## src/rtl/shared_xu_pkg.sv

```systemverilog
package shared_xu_pkg;

  typedef enum logic [2:0] {
    XU_SHL  = 3'd0,
    XU_SHR  = 3'd1,
    XU_MUL  = 3'd2,
    XU_DIV  = 3'd3,
    XU_FADD = 3'd4,
    XU_FSUB = 3'd5,
    XU_FMUL = 3'd6,
    XU_FDIV = 3'd7
  } xu_op_e;

  typedef enum logic [1:0] {
    ST_IDLE = 2'd0,
    ST_ARB  = 2'd1,
    ST_BUSY = 2'd2
  } xu_state_e;

  localparam logic [31:0] XU_FP_STUB = 32'h7FC0_0000;

  function automatic int max_int(input int x, input int y);
    return (x > y) ? x : y;
  endfunction

endpackage

```

## src/rtl/xu_rr_arb.sv

```systemverilog
module xu_rr_arb #(
  parameter int N_PORTS = 2,
  localparam int IDX_W  = $clog2(N_PORTS)
) (
  input  logic               clk_i,
  input  logic               rst_ni,
  input  logic [N_PORTS-1:0] req_i,
  input  logic               fire_i,
  output logic               any_o,
  output logic [IDX_W-1:0]   idx_o
);

  logic [IDX_W-1:0] prio_q;
  logic             tie;
  logic             found;

  always_comb begin
    idx_o = prio_q;
    found = 1'b0;
    for (int k = 0; k < N_PORTS; k++) begin
      if (!found && req_i[(int'(prio_q) + k) % N_PORTS]) begin
        idx_o = IDX_W'((int'(prio_q) + k) % N_PORTS);
        found = 1'b1;
      end
    end
  end

  assign any_o = |req_i;
  assign tie   = $countones(req_i) > 1;

  // pointer moves past the winner only when several ports collide
  always_ff @(posedge clk_i or negedge rst_ni) begin
    if (!rst_ni)               prio_q <= '0;
    else if (fire_i && tie)    prio_q <= IDX_W'((int'(idx_o) + 1) % N_PORTS);
  end

  assert_tie_rotates_R8: assert property (@(posedge clk_i) disable iff (!rst_ni)
    (fire_i && tie) |=> (prio_q != $past(prio_q)));

  assert_single_keeps_prio_R8: assert property (@(posedge clk_i) disable iff (!rst_ni)
    (fire_i && !tie) |=> $stable(prio_q));

  assert_grant_is_requester_R1: assert property (@(posedge clk_i) disable iff (!rst_ni)
    any_o |-> req_i[idx_o]);

endmodule

```

## src/rtl/xu_seq_div.sv

```systemverilog
module xu_seq_div #(
  parameter int W = 32,
  localparam int CW = $clog2(W + 1)
) (
  input  logic         clk_i,
  input  logic         rst_ni,
  input  logic         start_i,
  input  logic [W-1:0] num_i,
  input  logic [W-1:0] den_i,
  output logic [W-1:0] quo_o,
  output logic         busy_o
);

  logic [W-1:0]  rem_q, quo_q, den_q;
  logic [CW-1:0] cnt_q;
  logic [W:0]    rem_sh;
  logic          ge;

  // restoring division, one quotient bit per cycle
  always_comb begin
    rem_sh = {rem_q, quo_q[W-1]};
    ge     = rem_sh >= {1'b0, den_q};
  end

  always_ff @(posedge clk_i or negedge rst_ni) begin
    if (!rst_ni) begin
      rem_q <= '0;
      quo_q <= '0;
      den_q <= '0;
      cnt_q <= '0;
    end else if (start_i) begin
      rem_q <= '0;
      quo_q <= num_i;
      den_q <= den_i;
      cnt_q <= CW'(W);
    end else if (cnt_q != '0) begin
      rem_q <= ge ? W'(rem_sh - {1'b0, den_q}) : rem_sh[W-1:0];
      quo_q <= {quo_q[W-2:0], ge};
      cnt_q <= cnt_q - 1'b1;
    end
  end

  assign quo_o  = quo_q;
  assign busy_o = (cnt_q != '0);

  assert_div_start_idle_R10: assert property (@(posedge clk_i) disable iff (!rst_ni)
    start_i |-> !busy_o);

  assert_div_runs_out_R6: assert property (@(posedge clk_i) disable iff (!rst_ni)
    (busy_o && !start_i) |=> (cnt_q == $past(cnt_q) - 1'b1));

endmodule

```

## src/rtl/xu_exec.sv

```systemverilog
module xu_exec
  import shared_xu_pkg::*;
#(
  parameter int DATA_W = 32,
  localparam int SH_W  = $clog2(DATA_W)
) (
  input  logic              clk_i,
  input  logic              rst_ni,
  input  logic              load_i,
  input  xu_op_e            op_i,
  input  logic [DATA_W-1:0] a_i,
  input  logic [DATA_W-1:0] b_i,
  output xu_op_e            op_o,
  output logic [DATA_W-1:0] result_o
);

  xu_op_e            op_q;
  logic [DATA_W-1:0] a_q, b_q, quo;
  logic              div_busy;

  always_ff @(posedge clk_i or negedge rst_ni) begin
    if (!rst_ni) begin
      op_q <= XU_SHL;
      a_q  <= '0;
      b_q  <= '0;
    end else if (load_i) begin
      op_q <= op_i;
      a_q  <= a_i;
      b_q  <= b_i;
    end
  end

  xu_seq_div #(.W(DATA_W)) i_div (
    .clk_i  (clk_i),
    .rst_ni (rst_ni),
    .start_i(load_i && (op_i == XU_DIV)),
    .num_i  (a_i),
    .den_i  (b_i),
    .quo_o  (quo),
    .busy_o (div_busy)
  );

  always_comb begin
    unique case (op_q)
      XU_SHL:  result_o = a_q << b_q[SH_W-1:0];
      XU_SHR:  result_o = a_q >> b_q[SH_W-1:0];
      XU_MUL:  result_o = a_q * b_q;
      XU_DIV:  result_o = quo;
      default: result_o = DATA_W'(XU_FP_STUB);
    endcase
  end

  assign op_o = op_q;

  assert_operands_frozen_R4: assert property (@(posedge clk_i) disable iff (!rst_ni)
    (!load_i && !$past(load_i)) |-> ($stable(a_q) && $stable(b_q)));

  assert_div_done_before_read_R6: assert property (@(posedge clk_i) disable iff (!rst_ni)
    (op_q == XU_DIV && $fell(div_busy)) |-> !load_i);

endmodule

```

## src/rtl/shared_xu_arbiter.sv

```systemverilog
module shared_xu_arbiter
  import shared_xu_pkg::*;
#(
  parameter int N_PORTS   = 2,
  parameter int DATA_W    = 32,
  parameter int LAT_SHIFT = 2,
  parameter int LAT_MUL   = 3,
  parameter int LAT_DIV   = 34,   // must be >= DATA_W
  parameter int LAT_FPS   = 6,
  parameter int LAT_FDIV  = 30,
  localparam int IDX_W    = $clog2(N_PORTS),
  localparam int LAT_MAX  = max_int(max_int(LAT_SHIFT, LAT_MUL),
                                    max_int(LAT_DIV, max_int(LAT_FPS, LAT_FDIV))),
  localparam int CNT_W    = $clog2(LAT_MAX + 1)
) (
  input  logic                           clk_i,
  input  logic                           rst_ni,
  input  logic [N_PORTS-1:0]             req_i,
  input  logic [N_PORTS-1:0][2:0]        op_i,
  input  logic [N_PORTS-1:0][DATA_W-1:0] opa_i,
  input  logic [N_PORTS-1:0][DATA_W-1:0] opb_i,
  output logic [N_PORTS-1:0]             stall_o,
  output logic [N_PORTS-1:0]             done_o,
  output logic [DATA_W-1:0]              result_o,
  output logic [IDX_W-1:0]               result_port_o
);

  function automatic int lat_of(input xu_op_e op);
    case (op)
      XU_SHL, XU_SHR:           return LAT_SHIFT;
      XU_MUL:                   return LAT_MUL;
      XU_DIV:                   return LAT_DIV;
      XU_FADD, XU_FSUB, XU_FMUL: return LAT_FPS;
      default:                  return LAT_FDIV;
    endcase
  endfunction

  xu_state_e         st_q;
  logic [IDX_W-1:0]  owner_q, gnt_idx;
  logic [CNT_W-1:0]  cnt_q;
  logic [N_PORTS-1:0] done_q;
  logic [DATA_W-1:0] res_q, dp_res;
  logic              any_req, fire, load;
  xu_op_e            cur_op;

  assign fire = (st_q == ST_IDLE);
  assign load = fire && any_req;

  xu_rr_arb #(.N_PORTS(N_PORTS)) i_arb (
    .clk_i (clk_i),
    .rst_ni(rst_ni),
    .req_i (req_i),
    .fire_i(fire),
    .any_o (any_req),
    .idx_o (gnt_idx)
  );

  xu_exec #(.DATA_W(DATA_W)) i_exec (
    .clk_i   (clk_i),
    .rst_ni  (rst_ni),
    .load_i  (load),
    .op_i    (xu_op_e'(op_i[gnt_idx])),
    .a_i     (opa_i[gnt_idx]),
    .b_i     (opb_i[gnt_idx]),
    .op_o    (cur_op),
    .result_o(dp_res)
  );

  // idle -> arbitration cycle -> fixed occupancy -> done
  always_ff @(posedge clk_i or negedge rst_ni) begin
    if (!rst_ni) begin
      st_q    <= ST_IDLE;
      owner_q <= '0;
      cnt_q   <= '0;
      done_q  <= '0;
      res_q   <= '0;
    end else begin
      done_q <= '0;
      unique case (st_q)
        ST_IDLE: if (any_req) begin
          owner_q <= gnt_idx;
          st_q    <= ST_ARB;
        end
        ST_ARB: begin
          cnt_q <= CNT_W'(lat_of(cur_op) - 1);
          st_q  <= ST_BUSY;
        end
        ST_BUSY: if (cnt_q == '0) begin
          done_q[owner_q] <= 1'b1;
          res_q           <= dp_res;
          st_q            <= ST_IDLE;
        end else begin
          cnt_q <= cnt_q - 1'b1;
        end
        default: st_q <= ST_IDLE;
      endcase
    end
  end

  always_comb begin
    for (int p = 0; p < N_PORTS; p++) begin
      stall_o[p] = req_i[p] && !done_q[p] &&
                   !((st_q != ST_IDLE) && (owner_q == IDX_W'(p)));
    end
  end

  assign done_o        = done_q;
  assign result_o      = res_q;
  assign result_port_o = owner_q;

  // independent occupancy counter for the latency check
  logic [CNT_W:0] occ_q;
  always_ff @(posedge clk_i or negedge rst_ni) begin
    if (!rst_ni)              occ_q <= '0;
    else if (load)            occ_q <= (CNT_W+1)'(1);
    else if (occ_q != '1)     occ_q <= occ_q + 1'b1;
  end

  assert_done_onehot_R1: assert property (@(posedge clk_i) disable iff (!rst_ni)
    $onehot0(done_o));

  assert_latency_R2: assert property (@(posedge clk_i) disable iff (!rst_ni)
    (|done_o) |-> (occ_q == (CNT_W+1)'(lat_of(cur_op) + 2)));

  assert_arb_one_cycle_R2: assert property (@(posedge clk_i) disable iff (!rst_ni)
    (st_q == ST_ARB) |=> (st_q == ST_BUSY));

  assert_no_regrant_R10: assert property (@(posedge clk_i) disable iff (!rst_ni)
    (st_q == ST_BUSY) |=> (st_q != ST_ARB));

  assert_done_frees_unit_R10: assert property (@(posedge clk_i) disable iff (!rst_ni)
    (|done_o) |-> (st_q == ST_IDLE));

  for (genvar p = 0; p < N_PORTS; p++) begin : g_hold
    assert_hold_while_stalled_R9: assert property (@(posedge clk_i) disable iff (!rst_ni)
      stall_o[p] |=> (req_i[p] && $stable(op_i[p]) && $stable(opa_i[p]) && $stable(opb_i[p])));
  end

endmodule

```

## config.mk

```make
export PLATFORM = sky130hd
export DESIGN_NAME = shared_xu_arbiter
export DESIGN_NICKNAME = d
export VERILOG_FILES = /design/src/rtl/shared_xu_pkg.sv /design/src/rtl/xu_rr_arb.sv /design/src/rtl/xu_seq_div.sv /design/src/rtl/xu_exec.sv /design/src/rtl/shared_xu_arbiter.sv
export SDC_FILE = /design/constraint.sdc
export NUM_CORES = 2
export LEC_CHECK = 0
export BUFFER_PORTS_ARGS = -buffer_cell sky130_fd_sc_hd__buf_2
export CAP_MARGIN = 10
export CORE_UTILIZATION = 26
export DETAILED_ROUTE_END_ITERATION = 10
export PLACE_DENSITY = 0.45
export SYNTH_ARGS = -nofsm -noshare
export SYNTH_HDL_FRONTEND = slang
export SYNTH_SLANG_ARGS = --single-unit
```

## constraint.sdc

```tcl
create_clock -name clk_i -period 22.7 [get_ports clk_i]
set_input_delay 2.27 -clock clk_i [delete_from_list [all_inputs] [get_ports clk_i]]
set_output_delay 2.27 -clock clk_i [all_outputs]
set_load 0.01 [all_outputs]
```

==> out/metrics.cfg <==
[outcome]
status = completed

[cells_and_area]
syn_to_final_growth_pct = 10.21
final_layout_size_suffix_gt1_frac = 0.1031
nets = 4120

[die]
initial_core_util = 0.2633
rows = 124
ios = 175
die_area_um2 = 117600
die_w_um = 343.0
chipHeight_um = 343.0
core_area_um2 = 114800

[critical_path]
rr_worst_depth = 22
r2r_setup_slack_ps = 14990
cp-endpoint = result_o[27]
worst-setup-path-type = reg2reg
arrival_ps = 8210
required_ps = 23200
path_max_fanout = 27
worstReg2RegEnd = result_o[27]
crit_start = i_exec.b_q[6]
end_kind = flop
cp-start-kind = flop
rr_startpoint = i_exec.b_q[6]

[clocking]
cts.reportedPaths.clkPinSlew_ps = 70
cts.sinks = 213
root_buffer = clkbuf_16
cts_resized = 0
cts_buffer_depth = 3
clkLatencyLatePin_ps = 580
hold_buffers = 0
cts_buffers = 23
postCtsSetupBuffers = 0
cts_tree = yes
htreeDepth = 1

[synthesis]
netlist_area_um2 = 30230
syn_avg_cell_area_um2 = 8.898
synth_compound_area_frac = 0.1094
yosysWarnings = 0
yosys.area.top_type_share = 0.2709
async_flop_share = 1.000
synth-seq-area-share = 0.1763
synth_fp_nets = 4101
muxShareOfSynthArea = 0.08345
synth_top_family_by_area = adder cells
synth_fa_ha_area_frac = 0.3359
synth_top_area_cell = fa_1
synth-xor-area-share = 0.03146
yosys-top-cells-area = fa_1, dfrtp_1, ha_1
synth_cell_types = 90
dominantRegCellSynth = dfrtp_1
synth-edff-count = 0
synthSimpleGateAreaFrac = 0.1765
netlist_instances = 3397
ys_seq_elements = 213

[timing]
rsz0062_at_grt = false
fin_ws_ps = 14990
worst_pin_slew_ps = 1146
slew_headroom = 0.2165
hold_ws_ps = 482.2
fin_setup_tns_ps = 0
finalSetupViolCount = 0
drv_slew = 0
finClkSkew_ps = 19.91
max_freq_mhz = 129.7
finalHoldViolCount = 0
period_share = 0.3397
min_period_ps = 7711

[place]
place_ws_ps = 15000
routabilityCongestion = 0.8905
hpwl_um = 80360
port_buffers = 174

[drt]
via_count = 24497
wl_per_cell_um = 21.80
routed_wl_um = 107800
final_antenna_net_count = 0
drt_iter0_drc = 1637
dr.pass1.iters = 6
vias_per_cell = 4.953
drc = 0

[run]
max_cap_violations = 0

[global_routing]
grt_pass1_vias = 25419
grtUsageTotal = 0.1852
overflow = 0
grt_antenna_before_repair = 5
grt_max_degree = 99
grt_first_pass_wirelength_um = 165400

[hold_path]
hold_path_depth = 1
holdCritPathClass = reg2reg

-- synth_stat cells (5+ instances only) --
cell	count
o221ai_1	5
nor4_1	5
o22ai_1	18
nor2b_1	10
a31oi_1	21
a221oi_1	13
mux2_2	12
a21o_1	15
buf_2	17
mux4_2	34
o21ai_0	114
nor2_1	202
nand2b_1	15
xnor2_1	79
o21a_1	12
xor2_1	27
nor3_1	33
a222oi_1	9
inv_1	429
mux2i_1	162
o31ai_1	7
o2111ai_1	6
a21oi_1	222
a22oi_1	13
a221o_1	6
and3_1	39
and2_1	310
buf_4	5
buf_1	17
nand4_1	8
o211ai_1	9
dfrtp_1	213
a21boi_0	5
fa_1	409
or3_1	7
nand3_1	25
clkbuf_1	186
nand2_1	402
ha_1	157
a311oi_1	6
a211oi_1	27
-- per-layer routing --
layer / GRT usage / up-vias / share of wire
li1: - / 11036 / -
met1: 0.2491 / 12471 / 0.44
met2: 0.3091 / 810 / 0.47
met3: 0.02128 / 180 / 0.056
met4: 0.05861 / 0 / 0.034
met5: 0 / - / 0
-- worst max-delay path, cell delays in order, from the launching register on --
cell and delay, ps:
dfrtp_1 1030, and2_1 270, fa_1 440, fa_1 490
fa_1 530, inv_1 50, fa_1 480, inv_1 50
fa_1 490, inv_1 50, fa_1 530, inv_1 50
fa_1 380, fa_1 410, ha_1 420, a2111o_1 470
a211oi_1 240, o211ai_1 250, a21boi_0 370, o21ai_0 190
xnor2_1 160, nand2_1 80, a31oi_1 180
-- final cells by class --
cell class	instances	area, µm²
Fill cell	12312	81500
Multi-Input combinational cell	2518	22310
Sequential cell	213	5343
Tap cell	1512	1892
Inverter	431	1618
Timing Repair Buffer	229	1294
Clock buffer	28	624.3
Clock inverter	14	226.5
Antenna cell	1	2.502
-- per-stage QoR --
stage	cells	instance area (µm²)	utilization
detailed placement	4903	32460	0.2827
CTS	4945	33310	0.2901
finish	4946	33310	0.2902
global route	4945	33310	0.2901
floorplan	3397	30230	-
global placement	4903	32460	0.2827
-- kinds of logic after synthesis --
logic type | after synthesis
simple gates | 1095
buf+inv | 666
fa+ha+maj | 566
compound gates | 542
flops | 213
mux | 208
xor+xnor | 107
-- sequential cells by signal (all words and copies together) (netlist names), 2 cells and up --
signal	flops
i_exec.op_o	3
cnt_q	6
st_q	2
done_o	2
i_exec.a_q	32
i_exec.i_div.den_q	32
i_exec.i_div.cnt_q	6
i_exec.i_div.quo_o	32
i_exec.b_q	32
result_o	32
i_exec.i_div.rem_q	32
-- worst min-delay path by stage --
stage | startpoint | end | slack (ps)
after floorplan | i_exec.i_div.den_q[10] | i_exec.i_div.den_q[10] | 450
after global placement | result_o[2] | result_o[2] | 460
after detailed placement | result_o[1] | result_o[1] | 460
after CTS | result_o[1] | result_o[1] | 480
after global routing | result_o[1] | result_o[1] | 500
final | result_o[1] | result_o[1] | 480
-- cell usage in the layout, fill, tap and decap left out, drive strengths merged, types with 18 or more instances in the layout --
master	count
nor2	204
dfrtp	213
inv	434
xor2	27
mux2i	162
fa	409
clkbuf	28
buf	229
o22ai	18
nor3	35
o21ai	117
ha	157
nand3	26
and3	44
a21oi	222
xnor2	79
a31oi	21
mux4	34
nand2	402
and2	312
a211oi	27
Power is left out: the tool's default activity adds up to more than one toggle a clock period on the data nets, which glitch-free logic cannot reach.
